$ cat config.mk
export PLATFORM = sky130hd
export DESIGN_NAME = ext_irq_edge_unit
export DESIGN_NICKNAME = d
export VERILOG_FILES = /design/src/rtl/eie_pkg.sv /design/src/rtl/eie_sync.sv /design/src/rtl/eie_cfg_reg.sv /design/src/rtl/eie_channel.sv /design/src/rtl/ext_irq_edge_unit.sv
export SDC_FILE = /design/constraint.sdc
export NUM_CORES = 1
export LEC_CHECK = 0
export BUFFER_PORTS_ARGS = -buffer_cell sky130_fd_sc_hd__buf_2
export CORE_UTILIZATION = 50
export DETAILED_ROUTE_END_ITERATION = 16
export PLACE_DENSITY = 0.73
export SYNTH_ARGS = -nofsm -noshare
export SYNTH_HDL_FRONTEND = slang
export SYNTH_SLANG_ARGS = --single-unit
$ cat constraint.sdc
create_clock -name clk -period 1.2 [get_ports clk]
set_clock_uncertainty 0.05 [all_clocks]
set_input_delay 0.12 -clock clk [delete_from_list [all_inputs] [get_ports clk]]
set_output_delay 0.12 -clock clk [all_outputs]
set_load 0.005 [all_outputs]
$ cat src/rtl/eie_pkg.sv
package eie_pkg;

   localparam int MODE_W = 2;

   // per-channel edge selection, encoding is fixed by the mode register layout
   typedef enum logic [MODE_W-1:0] {
      EDGE_OFF  = 2'b00,
      EDGE_FALL = 2'b01,
      EDGE_RISE = 2'b10,
      EDGE_BOTH = 2'b11
   } edge_mode_e;

endpackage

$ cat src/rtl/eie_sync.sv
module eie_sync #(
   parameter int W      = 4,
   parameter int STAGES = 2
) (
   input  logic         clk,
   input  logic         rst_n,
   input  logic [W-1:0] d_i,
   output logic [W-1:0] q_o
);

   if (W < 1) begin : g_bad_w
      $error("eie_sync: W must be at least 1");
   end
   if (STAGES == 1) begin : g_bad_stages
      $error("eie_sync: STAGES must be 0 (bypass) or at least 2");
   end

   if (STAGES == 0) begin : g_bypass
      // inputs are already synchronous to clk
      assign q_o = d_i;
   end else begin : g_chain
      logic [W-1:0] stage_q [STAGES];

      always_ff @(posedge clk or negedge rst_n) begin
         if (!rst_n) begin
            for (int s = 0; s < STAGES; s++) stage_q[s] <= '0;
         end else begin
            stage_q[0] <= d_i;
            for (int s = 1; s < STAGES; s++) stage_q[s] <= stage_q[s-1];
         end
      end

      assign q_o = stage_q[STAGES-1];
   end

endmodule

$ cat src/rtl/eie_cfg_reg.sv
module eie_cfg_reg #(
   parameter int NCH = 4
) (
   input  logic                           clk,
   input  logic                           rst_n,
   input  logic                           we_i,
   input  logic [NCH*eie_pkg::MODE_W-1:0] wdata_i,
   output logic [NCH*eie_pkg::MODE_W-1:0] cfg_o
);

   localparam int CFG_W = NCH * eie_pkg::MODE_W;

   logic [CFG_W-1:0] cfg_q;

   // write-only: no read path exists
   always_ff @(posedge clk or negedge rst_n) begin
      if (!rst_n)    cfg_q <= '0;
      else if (we_i) cfg_q <= wdata_i;
   end

   assign cfg_o = cfg_q;

   // the register changes only on a write
   a_r8_cfg_holds: assert property (@(posedge clk) disable iff (!rst_n)
      !we_i |=> $stable(cfg_o));

endmodule

$ cat src/rtl/eie_channel.sv
module eie_channel
   import eie_pkg::*;
(
   input  logic       clk,
   input  logic       rst_n,
   input  logic       stb_i,
   input  logic       pin_s_i,
   input  edge_mode_e mode_i,
   input  logic       ack_i,
   output logic       irq_o
);

   logic samp_q;
   logic flag_q;
   logic pend_q;
   logic rise;
   logic fall;
   logic hit;

   // level seen at the previous machine-cycle boundary; tracks even when off
   always_ff @(posedge clk or negedge rst_n) begin
      if (!rst_n)     samp_q <= 1'b0;
      else if (stb_i) samp_q <= pin_s_i;
   end

   assign rise = pin_s_i & ~samp_q;
   assign fall = ~pin_s_i & samp_q;

   always_comb begin
      unique case (mode_i)
         EDGE_OFF:  hit = 1'b0;
         EDGE_FALL: hit = fall;
         EDGE_RISE: hit = rise;
         EDGE_BOTH: hit = rise | fall;
         default:   hit = 1'b0;
      endcase
   end

   // latch stage: set on a strobe with a hit, set beats clear
   always_ff @(posedge clk or negedge rst_n) begin
      if (!rst_n)              flag_q <= 1'b0;
      else if (stb_i && hit)   flag_q <= 1'b1;
      else if (ack_i)          flag_q <= 1'b0;
   end

   // presentation stage: one machine cycle behind the latch stage
   always_ff @(posedge clk or negedge rst_n) begin
      if (!rst_n)      pend_q <= 1'b0;
      else if (ack_i)  pend_q <= 1'b0;
      else if (stb_i)  pend_q <= flag_q;
   end

   assign irq_o = pend_q;

   // a latched flag reaches the output at the next strobe
   a_r4_flag_to_pend: assert property (@(posedge clk) disable iff (!rst_n)
      (stb_i && flag_q && !ack_i) |=> irq_o);

   // a hit on the strobe survives a simultaneous clear
   a_r6_set_beats_ack: assert property (@(posedge clk) disable iff (!rst_n)
      (stb_i && hit) |=> flag_q);

   // clear drops the output at the next edge
   a_r5_ack_clears: assert property (@(posedge clk) disable iff (!rst_n)
      ack_i |=> !irq_o);

   // the flag persists without a clear
   a_r5_flag_holds: assert property (@(posedge clk) disable iff (!rst_n)
      (flag_q && !ack_i) |=> flag_q);

   // the output can only rise on a strobe
   a_r9_rise_on_stb: assert property (@(posedge clk) disable iff (!rst_n)
      (!stb_i && !irq_o) |=> !irq_o);

   // a disabled channel never sets its flag
   a_r3_off_never_sets: assert property (@(posedge clk) disable iff (!rst_n)
      (mode_i == EDGE_OFF && !flag_q) |=> !flag_q);

endmodule

$ cat src/rtl/ext_irq_edge_unit.sv
module ext_irq_edge_unit #(
   parameter int NCH         = 4,
   parameter int SYNC_STAGES = 2
) (
   input  logic                           clk,
   input  logic                           rst_n,
   input  logic                           mc_stb,
   input  logic [NCH-1:0]                 pin_i,
   input  logic                           cfg_we,
   input  logic [NCH*eie_pkg::MODE_W-1:0] cfg_wdata,
   input  logic [NCH-1:0]                 ack_i,
   output logic [NCH-1:0]                 irq_o
);

   localparam int CFG_W = NCH * eie_pkg::MODE_W;

   if (NCH < 1 || NCH > 32) begin : g_bad_nch
      $error("ext_irq_edge_unit: NCH must lie in 1..32");
   end

   logic [NCH-1:0]   pin_s;
   logic [CFG_W-1:0] cfg;

   eie_sync #(
      .W      (NCH),
      .STAGES (SYNC_STAGES)
   ) u_sync (
      .clk   (clk),
      .rst_n (rst_n),
      .d_i   (pin_i),
      .q_o   (pin_s)
   );

   eie_cfg_reg #(
      .NCH (NCH)
   ) u_cfg (
      .clk     (clk),
      .rst_n   (rst_n),
      .we_i    (cfg_we),
      .wdata_i (cfg_wdata),
      .cfg_o   (cfg)
   );

   for (genvar i = 0; i < NCH; i++) begin : g_ch
      eie_channel u_ch (
         .clk     (clk),
         .rst_n   (rst_n),
         .stb_i   (mc_stb),
         .pin_s_i (pin_s[i]),
         .mode_i  (eie_pkg::edge_mode_e'(cfg[i*eie_pkg::MODE_W +: eie_pkg::MODE_W])),
         .ack_i   (ack_i[i]),
         .irq_o   (irq_o[i])
      );
   end

endmodule

==> metrics.md, run 1 <==
| Metric | Value |
|---|---|
| Mapped Area | `approximately 1300 sq um` |
| GRT overflow | `0` |
| N_diodes | `0` |
| Initial antenna violation count | `0` |
| Largest net degree at the start of global routing | `29` |
| First-pass iteration count of the detailed router | `4` |
| Slew HR | `0.7503` |
| Die Height | `52.37 um` |
| Sum Neg Setup Slack | `0 ns` |
| Reg-to-reg slack, setup | `approximately 0.0095 ns` |
| Fin crit period | `approximately 1.2 ns` |
| WS Path Type | `register to register` |
| Worst-case reg-to-reg path depth | `4` |
| Post-synth ARST share | `1.000` |
| Area grow syn2layout | `26.53%` |
| Worst path required time | `1.36 ns` |
| I/O Buffers | `23` |
| Distinct cells, synth | `15` |
| Clk sink count | `28` |
| Critical Path AT | `1.35 ns` |
| Outcome | `finished clean` |
| Post-route cell area | `roughly 1600 sq um` |
| DR vias | `789` |
| Worst r2r src | `u_sync.q_o[3]$_DFF_PN0_` |
| Worst Tran Pin Value | `0.3746 ns` |
| Area share of the largest cell type after synthesis | `0.5523` |
| Cell Area, Placed | `1379 sq um` |
| GRT Overall Usage | `0.1680` |
| I/O Pins | `24` |
| Vias per cell | `4.782` |
| Max-cap violations | `0` |
| Nets | `166` |
| Design Power | `0.001831 W` |
| Syn nets | `126` |
| Syn_area_per_cell | `12.95 sq um` |
| Rows | `17` |
| Clock-pin slew on the worst setup and hold paths | `0.14 ns` |
| DRC | `0` |
| Most frequent cell after synthesis | `dfrtp_1` |
| Synth cell count leaders | `28 x dfrtp_1, 14 x inv_1, 8 x ha_1, 8 x mux2_4, 8 x nand2_1` |
| Die width | `between 50 and 60 um` |
| WL per Instance | `12.30 um` |
| Initial Utilization | `0.5523` |
| Latest clock arrival within the worst-skew pair | `0.31 ns` |
| FF-to-FF End | `g_ch[3].u_ch.flag_q$_DFFE_PN0P_` |
| Reg area | `around 700 sq um` |
| Initial DRC count | `3` |
| Crit-path max FO | `3` |
| Vias in the first global route | `781` |
| First-pass GRT wire length | `3243 um` |
| RSZ-0062 raised after global routing | `true` |
| Multi-input logic area | `~470 sq um` |
| # H-tree levels | `1` |
| Drt total wl | `2030 um` |
| Clock Tree Root | `clkbuf_4` |
| CP Capture Type | `register` |
| Number of fill cells in the layout | `176` |
| Layout cells sized above 1 | `0.3139` |
| Most common flop cell mapped by yosys | `dfrtp_1` |
| Area contributors post-synth | `dfrtp_1 55%, mux2_4 9.5%, ha_1 7.9%, mux2i_1 5.5%, inv_1 4.1%` |
| Final period utilization | `0.9921` |
| Worst min-delay path endpoint | `g_ch[1].u_ch.samp_q$_DFFE_PN0P_` |
| TritonCTS clock tree | `done` |
| Register area share after synthesis | `0.5523` |
| Slew Limit Fails | `0` |
| Die Footprint | `between 2000 and 3000 sq um` |
| Max Fclk | `840.0 MHz` |
| Worst setup SP type | `register` |
| Final Hold Vio Count | `0` |
| Antenna violation net count after detailed routing | `0` |
| Synth area leader | `dfrtp_1` |
| Synth Instances | `98` |
| FF+latch count, synth | `28` |
| Ys Warns | `0` |
| CTS max path bufs | `2` |
| Final setup viols | `0` |
| Gpl congestion | `approximately 0.73` |
| HP Class | `input port to register` |
| Post-synth EDFFs | `0` |
| Area of the core | `2297 sq um` |
| Hold wc startpoint | `mc_stb` |
| Static Leak | `0.8236 nW` |
| Hold Path Depth | `3` |
| Post-DP HPWL | `1348 um` |
| Max VDD drop | `0.8493 mV` |
| Cell Pwr Density | `1140 nW/um^2` |
| Num CTS Buffers | `3` |
## power breakdown
part	total, W	leakage, nW	internal, W	switching, W
combinational	0.000310	0.460	0.000183	0.000127
sequential	0.00108	0.342	0.00103	0.0000552
clock	0.000440	0.0210	0.000185	0.000255
## cell usage in the layout (no fill, tap or decap)
master	n
buf_12	1
buf_2	23
buf_4	1
clkbuf_4	3
clkbuf_8	1
dfrtp_1	28
dlygate4sd3_1	17
ha_1	7
ha_4	1
inv_1	12
inv_2	2
mux2_4	8
mux2i_1	7
nand2_1	8
nand2b_1	1
nand3_1	1
nand4b_1	4
nor2_1	4
o2111ai_1	1
o21ai_0	4
o221ai_2	3
## through the flow
stage / hold slack [ns] / instances / setup WS, ns / util
after floorplan: -0.2256 / 98 / 0.1198 / -
after global placement: 0.02675 / 143 / 0.07874 / 0.6002
after detailed placement: 0.03022 / 143 / 0.03569 / 0.6002
after CTS: 0.1707 / 164 / 0.01266 / 0.6901
after global routing: 0.1759 / 165 / -0.05648 / 0.6988
final: 0.1729 / 165 / 0.009539 / 0.6988
## worst max path at each step
stage	from	to	slack (ns)	cells after the start
after detailed placement	g_ch[0].u_ch.samp_q$_DFFE_PN0P_	g_ch[0].u_ch.flag_q$_DFFE_PN0P_	0.04	5
after floorplan	u_sync.q_o[2]$_DFF_PN0_	g_ch[2].u_ch.flag_q$_DFFE_PN0P_	0.12	4
after global placement	g_ch[2].u_ch.samp_q$_DFFE_PN0P_	g_ch[2].u_ch.flag_q$_DFFE_PN0P_	0.08	5
final	u_sync.q_o[3]$_DFF_PN0_	g_ch[3].u_ch.flag_q$_DFFE_PN0P_	0.01	4
after global routing	g_ch[3].u_ch.samp_q$_DFFE_PN0P_	g_ch[3].u_ch.flag_q$_DFFE_PN0P_	-0.06	5
after CTS	g_ch[2].u_ch.samp_q$_DFFE_PN0P_	g_ch[2].u_ch.flag_q$_DFFE_PN0P_	0.01	5
## kinds of logic after synthesis
logic type / count (synthesis) / share of synthesized area
AOI/OAI and AO/OA: 8 / 0.05818
adders and majority gates: 8 / 0.07890
buffers and inverters: 21 / 0.08876
DFF: 28 / 0.5523
muxes: 15 / 0.1499
and+or+nand+nor: 18 / 0.07199
## layer usage
metal | wire (um) | vias to the layer above | GRT usage
li1 | - | 399 | -
met1 | 962 | 368 | 0.2038
met2 | 981 | 18 | 0.2827
met3 | 55 | 4 | 0.03478
met4 | 31 | 0 | 0.07895
met5 | 0 | - | 0
## timing repair
item                       CTS  global route
buffers inserted             0             1
setup endpoints to repair    0             3
hold endpoints to repair    47             0
hold buffers                17             0
resized for setup            0             3
## sequential cells by signal, summed over array words and instances (netlist names)
name / cells
u_cfg.cfg_o: 8
g_ch.u_ch.flag_q: 4
g_ch.u_ch.irq_o: 4
g_ch.u_ch.samp_q: 4
u_sync.g_chain.stage_q: 4
u_sync.q_o: 4
## critical path: stages, from the launching register on
cell and delay, ns:
dfrtp_1 0.45, ha_4 0.28, inv_2 0.03, mux2i_1 0.17, o221ai_2 0.12
## final cells by class
cell class	instances	area share
well taps	28	0.02182
flip-flops and latches	28	0.4365
repair buffers	42	0.1949
multi-input cells	49	0.2915
inverters	14	0.03274
clock buffers	4	0.02260
Power figures use the tool's default switching activity.
==> inputs of run 2 (changes only) <==
- REMOVE_ABC_BUFFERS: not set -> 1
==> metrics.md, run 2 (synthesis gave the netlist of run 1 again) <==
| Metric | Value |
|---|---|
| Slew Limit Fails | `0 (unchanged)` |
| Die width | `52.37 um (unchanged)` |
| RSZ-0062 raised after global routing | `true (unchanged)` |
| HP Class | `input port to register (unchanged)` |
| TritonCTS clock tree | `done (unchanged)` |
| Final setup viols | `0 (unchanged)` |
| WL per Instance | `13.19 um (was 12.30 um)` |
| Max VDD drop | `0.8276 mV (was 0.8493 mV)` |
| Static Leak | `0.8205 nW (was 0.8236 nW)` |
| Final period utilization | `0.9959 (was 0.9921)` |
| Initial Utilization | `0.5523 (unchanged)` |
| Fin util | `0.6983 (was 0.6988)` |
| Cell Pwr Density | `1153 nW/um^2 (was 1140 nW/um^2)` |
| Drt total wl | `2190 um (was 2030 um)` |
| Commonest non-fill, non-tap cell in the layout | `dfrtp_1 (unchanged)` |
| DR vias | `807 (was 789)` |
| First-pass GRT wire length | `3594 um (was 3243 um)` |
| Cell Area, Placed | `1359 sq um (was 1379 sq um)` |
| Clock Tree Root | `clkbuf_4 (unchanged)` |
| GRT Overall Usage | `0.1895 (was 0.1680)` |
| CP Capture Type | `register (unchanged)` |
| Die Footprint | `2743 sq um (unchanged)` |
| Sum Neg Setup Slack | `0 ns (unchanged)` |
| Outcome | `finished clean (unchanged)` |
| Critical Path AT | `1.36 ns (was 1.35 ns)` |
| Max-cap violations | `0 (unchanged)` |
| Number of flip-flops under the largest register name | `8 (unchanged)` |
| Worst setup SP type | `register (unchanged)` |
| First-pass iteration count of the detailed router | `4 (unchanged)` |
| Vias per cell | `4.861 (was 4.782)` |
| Vias in the first global route | `834 (was 781)` |
| Max Fclk | `836.7 MHz (was 840.0 MHz)` |
| Post-route cell area | `1604 sq um (was 1605 sq um)` |
| Fin Hold WS | `0.1921 ns (was 0.1729 ns)` |
| Final Hold Vio Count | `0 (unchanged)` |
| Slew HR | `0.6006 (was 0.7503)` |
| Post-DP HPWL | `1461 um (was 1348 um)` |
| Die Height | `52.37 um (unchanged)` |
| Initial antenna violation count | `0 (unchanged)` |
| Initial DRC count | `11 (was 3)` |
| Latest clock arrival within the worst-skew pair | `0.32 ns (was 0.31 ns)` |
| GRT overflow | `0 (unchanged)` |
| Layout cells sized above 1 | `0.3406 (was 0.3139)` |
| I/O Buffers | `23 (unchanged)` |
| Largest net degree at the start of global routing | `29 (unchanged)` |
| Rows | `17 (unchanged)` |
| Antenna violation net count after detailed routing | `0 (unchanged)` |
| Leading cell types in the layout, fill and taps excluded | `28 x dfrtp_1, 23 x buf_2, 17 x dlygate4sd3_1, 10 x inv_1 (was 28 x dfrtp_1, 23 x buf_2, 17 x dlygate4sd3_1, 12 x inv_1)` |
| Fin crit period | `1.195 ns (was 1.190 ns)` |
| Area of the core | `2297 sq um (unchanged)` |
| Gpl congestion | `0.6951 (was 0.7307)` |
| Crit-path max FO | `3 (unchanged)` |
| Area grow syn2layout | `26.43% (was 26.53%)` |
| N_diodes | `0 (unchanged)` |
| Num CTS Buffers | `3 (unchanged)` |
| Worst path required time | `1.36 ns (about the same)` |
| Clk sink count | `28 (unchanged)` |
| Clock-pin slew on the worst setup and hold paths | `0.14 ns (about the same)` |
| # H-tree levels | `1 (unchanged)` |
| Worst Tran Pin Value | `0.5990 ns (was 0.3746 ns)` |
| CTS max path bufs | `2 (unchanged)` |
| Nets | `167 (was 166)` |
| I/O Pins | `24 (unchanged)` |
| DRC | `0 (unchanged)` |
| WS Path Type | `register to register (unchanged)` |
[run 2: changes by cell type in the layout (fill, tap and decap cells not counted), sizes merged]
cell and delta:
buf +1
[run 2: worst max-delay path: stages, from the launching register on]
cell and delay, ns:
dfrtp_1 0.43, ha_1 0.29, inv_1 0.04, mux2i_1 0.17, o221ai_2 0.11
[run 2: through the flow]
stage	cells	worst slack (ns)	total power (W)
after floorplan	91	0.1198	0.001237
after global placement	142	0.05321	0.001335
after detailed placement	142	-0.009896	0.001355
after CTS	164	-0.02197	0.001845
after global routing	166	-0.03754	0.001952
final	166	0.004867	0.001849
[run 2: final cells by class]
| type | count | area (sq um) |
|---|---|---|
| Tap cell | 28 | 35.03 |
| Sequential cell | 28 | 700.7 |
| Timing Repair Buffer | 43 | 307.8 |
| Multi-Input combinational cell | 49 | 471.7 |
| Inverter | 14 | 52.55 |
| Fill cell | 169 | 693.2 |
| Clock buffer | 4 | 36.28 |
[run 2: routing by layer]
metal | up-vias | share of wire | global-route usage
met4 | 0 | 0.011 | 0.1096
met3 | 2 | 0.022 | 0.04058
met1 | 392 | 0.43 | 0.2129
met2 | 13 | 0.54 | 0.3270
li1 | 400 | - | -
met5 | - | 0 | 0
[run 2: path summary, 6_finish.rpt]
path                                                          start                             endpoint  slack [ns]  cells past startpoint
worst min-delay path                                         mc_stb      g_ch[0].u_ch.samp_q$_DFFE_PN0P_        0.19                      3
min in group asynchronous                                     rst_n  u_sync.g_chain.stage_q[4]$_DFF_PN0_        0.27                      2
worst min register to register  u_sync.g_chain.stage_q[4]$_DFF_PN0_              u_sync.q_o[0]$_DFF_PN0_        0.32                      0
max in group asynchronous                                     rst_n  u_sync.g_chain.stage_q[6]$_DFF_PN0_        0.44                      2
worst max register to register              u_sync.q_o[0]$_DFF_PN0_      g_ch[0].u_ch.flag_q$_DFFE_PN0P_       0.005                      4
worst max-delay path                        u_sync.q_o[0]$_DFF_PN0_      g_ch[0].u_ch.flag_q$_DFFE_PN0P_       0.005                      4
[run 2: power by group]
part / leakage (nW) / switching (W) / internal [W] / total, W
sequential: 0.342 / 0.0000574 / 0.00103 / 0.00108
clock: 0.0210 / 0.000259 / 0.000185 / 0.000445
combinational: 0.457 / 0.000134 / 0.000187 / 0.000321
[run 2: repair_timing]
| item | CTS | global route |
|---|---|---|
| pin swaps | 0 | 2 |
| setup endpoints to repair | 1 | 3 |
| setup buffers | 1 | 2 |
| resized for setup | 0 | 6 |
| hold buffers | 17 | 0 |
| endpoints found under the hold margin | 47 | 0 |
| cloned | 0 | 0 |
